<file path="src/rtl/supply_sense_pkg.sv">
package supply_sense_pkg;

  // Control-to-datapath strobes
  typedef struct packed {
    logic capture;   // write comparator result into the status latch
    logic power;     // comparator must be powered this cycle
  } senseStrobe_t;

  // Which trigger produced a capture (for readability of the control)
  typedef enum logic [1:0] {
    SRC_NONE = 2'b00,
    SRC_ARM  = 2'b01,
    SRC_TICK = 2'b10,
    SRC_BOTH = 2'b11
  } captureSrc_t;

endpackage

</file>
<file path="src/rtl/supply_sense_ctrl.sv">
module supply_sense_ctrl
  import supply_sense_pkg::*;
(
  input  logic         clk,
  input  logic         rstN,
  input  logic         cfgWrEn,
  input  logic         cfgHeavyLoad,
  input  logic         cfgDetEn,
  input  logic         instrDone,
  input  logic         tick2Hz,
  input  logic         latchedLow,
  output senseStrobe_t strb,
  output logic         heavyLoadQ
);

  logic        heavyLoad;
  logic        detEn;
  logic        armPending;
  logic        armFire;
  logic        tickFire;
  logic        heavyRise;
  logic        heavyClear;
  captureSrc_t src;

  assign heavyRise  = cfgWrEn && cfgHeavyLoad && !heavyLoad;
  assign heavyClear = cfgWrEn && !cfgHeavyLoad;

  // One-shot capture at the end of the instruction following entry
  assign armFire  = armPending && heavyLoad && instrDone;
  // Periodic capture: heavy-load mode, or hardware resample on low supply
  assign tickFire = tick2Hz && (heavyLoad || latchedLow);

  always_comb begin
    src = SRC_NONE;
    if (armFire && tickFire) src = SRC_BOTH;
    else if (armFire)        src = SRC_ARM;
    else if (tickFire)       src = SRC_TICK;
  end

  always_comb begin
    strb.capture = (src != SRC_NONE);
    strb.power   = detEn || heavyLoad || latchedLow;
  end

  always_ff @(posedge clk or negedge rstN) begin
    if (!rstN) begin
      heavyLoad <= 1'b0;
      detEn     <= 1'b0;
    end else if (cfgWrEn) begin
      heavyLoad <= cfgHeavyLoad;
      detEn     <= cfgDetEn;
    end
  end

  always_ff @(posedge clk or negedge rstN) begin
    if (!rstN)                                   armPending <= 1'b0;
    else if (heavyRise)                          armPending <= 1'b1;
    else if (heavyClear)                         armPending <= 1'b0;
    else if (src == SRC_ARM || src == SRC_BOTH)  armPending <= 1'b0;
  end

  assign heavyLoadQ = heavyLoad;

  // a fired arm never survives into the next cycle
  p_arm_once_r4: assert property (@(posedge clk) disable iff (!rstN)
    (armPending && heavyLoad && instrDone && !cfgWrEn) |=> !armPending);

  // low supply plus a tick always yields a capture
  p_resample_r7: assert property (@(posedge clk) disable iff (!rstN)
    (latchedLow && tick2Hz) |-> strb.capture);

  // no trigger source means no capture
  p_no_idle_capture_r6: assert property (@(posedge clk) disable iff (!rstN)
    (!heavyLoad && !latchedLow && !armPending) |-> !strb.capture);

  // clearing heavy-load drops any pending arm
  p_cancel_r12: assert property (@(posedge clk) disable iff (!rstN)
    heavyClear |=> !armPending);

endmodule

</file>
<file path="src/rtl/supply_sense_dp.sv">
module supply_sense_dp
  import supply_sense_pkg::*;
#(
  parameter int SETTLE_CYCLES = 20000
) (
  input  logic         clk,
  input  logic         rstN,
  input  senseStrobe_t strb,
  input  logic         cmpIn,
  output logic         statusLow,
  output logic         statusValid
);

  localparam int CNT_W = $clog2(SETTLE_CYCLES + 1);
  localparam logic [CNT_W-1:0] CNT_MAX = CNT_W'(SETTLE_CYCLES);

  logic [CNT_W-1:0] settleCnt;
  logic             settled;

  assign settled = (settleCnt == CNT_MAX);

  // Settle timer: cleared while unpowered, saturates at the window
  always_ff @(posedge clk or negedge rstN) begin
    if (!rstN)              settleCnt <= '0;
    else if (!strb.power)   settleCnt <= '0;
    else if (!settled)      settleCnt <= settleCnt + 1'b1;
  end

  // Status latch and its validity flag
  always_ff @(posedge clk or negedge rstN) begin
    if (!rstN) begin
      statusLow   <= 1'b0;
      statusValid <= 1'b0;
    end else if (strb.capture) begin
      statusLow   <= cmpIn;
      statusValid <= settled;
    end
  end

  // the latch moves only on a capture strobe
  p_latch_on_capture_r5: assert property (@(posedge clk) disable iff (!rstN)
    !strb.capture |=> ($stable(statusLow) && $stable(statusValid)));

  // a fresh valid flag requires the full window behind it
  p_valid_settled_r9: assert property (@(posedge clk) disable iff (!rstN)
    (strb.capture && settleCnt < CNT_MAX) |=> !statusValid);

  // unpowered comparator restarts the window
  p_restart_r10: assert property (@(posedge clk) disable iff (!rstN)
    !strb.power |=> (settleCnt == '0));

endmodule

</file>
<file path="src/rtl/supply_sense_top.sv">
module supply_sense_top
  import supply_sense_pkg::*;
#(
  parameter int SETTLE_CYCLES = 20000
) (
  input  logic clk,
  input  logic rstN,
  input  logic cfgWrEn,
  input  logic cfgHeavyLoad,
  input  logic cfgDetEn,
  input  logic instrDone,
  input  logic tick2Hz,
  input  logic cmpIn,
  output logic cmpPower,
  output logic hiStabSel,
  output logic statusLow,
  output logic statusValid
);

  senseStrobe_t strb;
  logic         heavyLoadQ;

  supply_sense_ctrl u_ctrl (
    .clk          (clk),
    .rstN         (rstN),
    .cfgWrEn      (cfgWrEn),
    .cfgHeavyLoad (cfgHeavyLoad),
    .cfgDetEn     (cfgDetEn),
    .instrDone    (instrDone),
    .tick2Hz      (tick2Hz),
    .latchedLow   (statusLow),
    .strb         (strb),
    .heavyLoadQ   (heavyLoadQ)
  );

  supply_sense_dp #(.SETTLE_CYCLES(SETTLE_CYCLES)) u_dp (
    .clk         (clk),
    .rstN        (rstN),
    .strb        (strb),
    .cmpIn       (cmpIn),
    .statusLow   (statusLow),
    .statusValid (statusValid)
  );

  assign cmpPower  = strb.power;
  assign hiStabSel = heavyLoadQ;

  // regulator select tracks the written heavy-load bit
  p_histab_write_r2: assert property (@(posedge clk) disable iff (!rstN)
    cfgWrEn |=> (hiStabSel == $past(cfgHeavyLoad)));

  // latched low supply keeps the comparator powered
  p_power_low_r8: assert property (@(posedge clk) disable iff (!rstN)
    statusLow |-> cmpPower);

endmodule

</file>
<file path="config.mk">
export PLATFORM = sky130hd
export DESIGN_NAME = supply_sense_top
export DESIGN_NICKNAME = d
export VERILOG_FILES = /design/src/rtl/supply_sense_pkg.sv /design/src/rtl/supply_sense_ctrl.sv /design/src/rtl/supply_sense_dp.sv /design/src/rtl/supply_sense_top.sv
export SDC_FILE = /design/constraint.sdc
export NUM_CORES = 1
export LEC_CHECK = 0
export BUFFER_PORTS_ARGS = -buffer_cell sky130_fd_sc_hd__clkbuf_2
export CORE_ASPECT_RATIO = 0.75
export CORE_UTILIZATION = 55
export DETAILED_ROUTE_END_ITERATION = 7
export HOLD_SLACK_MARGIN = 0.06
export PLACE_DENSITY = 0.88
export SKIP_LAST_GASP = 1
export SLEW_MARGIN = 20
export SYNTH_ARGS = -nofsm -noshare
export SYNTH_HDL_FRONTEND = slang
export SYNTH_SLANG_ARGS = --single-unit
</file>
<file path="constraint.sdc">
create_clock -name clk -period 3.9 [get_ports clk]
set_input_delay 0.39 -clock clk [delete_from_list [all_inputs] [get_ports clk]]
set_output_delay 0.39 -clock clk [all_outputs]
set_load 0.05 [all_outputs]
</file>
==> results.ini <==
[routing]
drc = 0
vias_per_cell = 5.85
drt_iter0_drc = 23
wire_per_inst_um = 14.4
wl_um = 1900
drtAntennaViolNets = 0
vias = 772
first_pass_iters = 4

[min_path]
hold_path_class = in -> reg
worstHoldStart = cfgDetEn
holdPathEnd = u_ctrl.detEn$_DFFE_PN0P_
hold_path_depth = 2

[die]
pin_count = 12
placementRows = 12
start_util_pct = 62.5
coreArea_um2 = 1580
die_y_um = 38.6
fp.dieW_um = 50.9
design.die.area_um2 = 1970

[sta]
period_share_pct = 48.5
setup_tns_ns = 0
setup_viol = 0
fin_skew_ns = 0.00442
max_freq_mhz = 529
fin_crit_ns = 1.89
maxSlewHeadroom_pct = 67.8
slew_viol_final = 0
worst_pin_slew_ns = 0.484
finalHoldViolCount = 0
rsz0062_at_grt = false

[global_route]
grt_max_degree = 21
overflow = 0
grt_use_total_pct = 25.0
first_global_vias = 710
grt_pass1_wl_um = 3290
use_met2_pct = 37.3
antenna_found_initial = 0
met1_usage_pct = 32.8
grt_use_met3_pct = 9.80
grt-busiest-layer = met2

[pwr]
p_leak_nw = 0.531
ir_worst_vdd_uv = 417
power_density_nw_per_um2 = 517
p_total_mw = 0.585

[yosys]
synth-seq-area-share_pct = 50.8
syn-num-nets = 105
synth_cell_types = 26
syn_inst = 95
synth_warnings = 0
netlist_area_um2 = 985
ys_seq_elements = 20
synth_area_per_cell_um2 = 10.4

[critical_path]
cp_data_arrival_time_ns = 1.50
reg2reg_slack_ns = 2.30
reg2reg_to = u_dp.settleCnt[0]$_DFFE_PN0P_
path_class = reg -> out
cp-start-kind = register
cp-end-kind = output port
r2r-start = u_dp.settleCnt[6]$_DFFE_PN0P_
r2r_cells = 4
cp.required_ns = 3.51
crit_slowest_cell = dfrtp_1
crit_chain = nor3_1 -> buf_4 -> inv_1 -> clkbuf_2
path_max_fanout = 16
cpPeakStageDelay_ns = 0.43

[clock_tree]
cts_resized = 0
cts_setup_buffers = 0
cts_buffers = 3
clkTransAtPathRegs_ns = 0.11
clock-root-buffer = clkbuf_4
clock_sinks = 20
cts_tree = built
cts_max_path_buffers = 2
insertion_delay_ns = 0.31
htree_levels = 1

[run]
drv_cap = 0

[layout]
final_cell_mix = dfrtp_1, nor2_1, clkbuf_2
drive_above_1_share_pct = 18.9
nets = 122
antenna_cells = 0
syn_to_final_growth_pct = 14.9
final_design_area_no_fill_um2 = 1130
final_common_cell = dfrtp_1
nFillCells = 125

[placement]
io_buffers = 11
placed_area_um2 = 1070
routabilityCongestion = 0.863

[outcome]
status = complete, no violations

[cells by family (layout without fill, tap and decap cells)]
family	count (synthesis)	after routing	synth area share (%)
simple gates	43	43	24.7
flops	20	20	50.8
compound gates	11	11	6.10
xor+xnor	11	11	9.78
mux	4	4	4.45
buf+inv	4	20	1.65
fa+ha+maj	2	2	2.54
[what timing repair did]
item,in CTS,in global routing
hold buffers,1,0
endpoints found under the setup margin,0,0
endpoints found under the hold margin,20,0
[flip-flops by register name (all words and copies together) (netlist names)]
signal             flops
u_ctrl.armPending      1
u_dp.settleCnt        15
u_dp.statusValid       1
u_ctrl.heavyLoadQ      1
u_dp.statusLow         1
u_ctrl.detEn           1
[final cells by class]
cell class	instances	area [µm²]	share of cell area [%]
multi-input cells	71	468	41.4
clock inverters	1	30.0	2.65
well taps	21	26.3	2.32
inverters	3	11.3	0.996
repair buffers	13	72.6	6.42
clock buffers	3	22.5	1.99
flip-flops and latches	20	500	44.2
[where the power goes]
part,internal (mW),total (mW),switching [mW]
registers,0.237,0.286,0.0488
clock network,0.104,0.169,0.0655
logic,0.0514,0.129,0.0775
[through the flow]
step / instances / setup slack [ns] / hold WS, ns / utilization, %
2_1_floorplan: 95 / 2.05 / 0.0944 / -
3_3_place_gp: 127 / 2.40 / 0.367 / 67.8
3_5_place_dp: 127 / 2.33 / 0.371 / 67.8
4_1_cts: 132 / 2.00 / 0.308 / 71.7
5_1_grt: 132 / 1.92 / 0.305 / 71.7
6_report: 132 / 2.01 / 0.313 / 71.7
[how the worst max path moves through the flow]
stage,startpoint,end,slack (ns),depth (start not counted)
global placement,u_ctrl.heavyLoadQ$_DFFE_PN0P_,cmpPower,2.40,4
global route,u_ctrl.heavyLoadQ$_DFFE_PN0P_,cmpPower,1.92,4
CTS,u_ctrl.heavyLoadQ$_DFFE_PN0P_,cmpPower,2.00,4
finish,u_ctrl.heavyLoadQ$_DFFE_PN0P_,cmpPower,2.01,4
detailed placement,u_dp.settleCnt[6]$_DFFE_PN0P_,u_dp.settleCnt[0]$_DFFE_PN0P_,2.33,4
floorplan,u_ctrl.heavyLoadQ$_DFFE_PN0P_,cmpPower,2.05,2
[worst max-delay path: cells and delay by family, from the launching register on]
kind / cells / cell delay, ns
buf+inv: 3 / 0.56
flops: 1 / 0.43
simple gates: 1 / 0.20
[per-layer routing]
| layer | wire length, µm | vias up |
|---|---|---|
| li1 | - | 376 |
| met1 | 918 | 367 |
| met2 | 861 | 25 |
| met3 | 104 | 4 |
| met4 | 13 | 0 |
| met5 | 0 | - |
[cell usage after synthesis]
cell	count	share of area, %
o31ai_1	2	1.5
and3_1	2	1.3
or3_1	2	1.3
ha_1	2	2.5
dfrtp_1	20	51
a21oi_1	6	3.0
xnor2_1	4	3.6
xor2_1	7	6.2
nand2_1	2	0.76
mux2i_1	1	1.0
o21ai_0	3	1.5
nand2_4	1	1.1
nor4b_1	1	0.89
or2b_1	1	0.76
nor2_1	12	4.6
nor4_1	3	1.9
nor3_1	2	1.0
nand3b_1	1	0.76
mux2_2	3	3.4
nand3_1	5	2.5
nand2b_1	1	0.64
inv_1	3	1.1
nand4_1	8	5.1
and3b_1	1	0.89
buf_2	1	0.51
and4_4	1	1.1
Note: power is estimated with default switching activity, not from simulation.
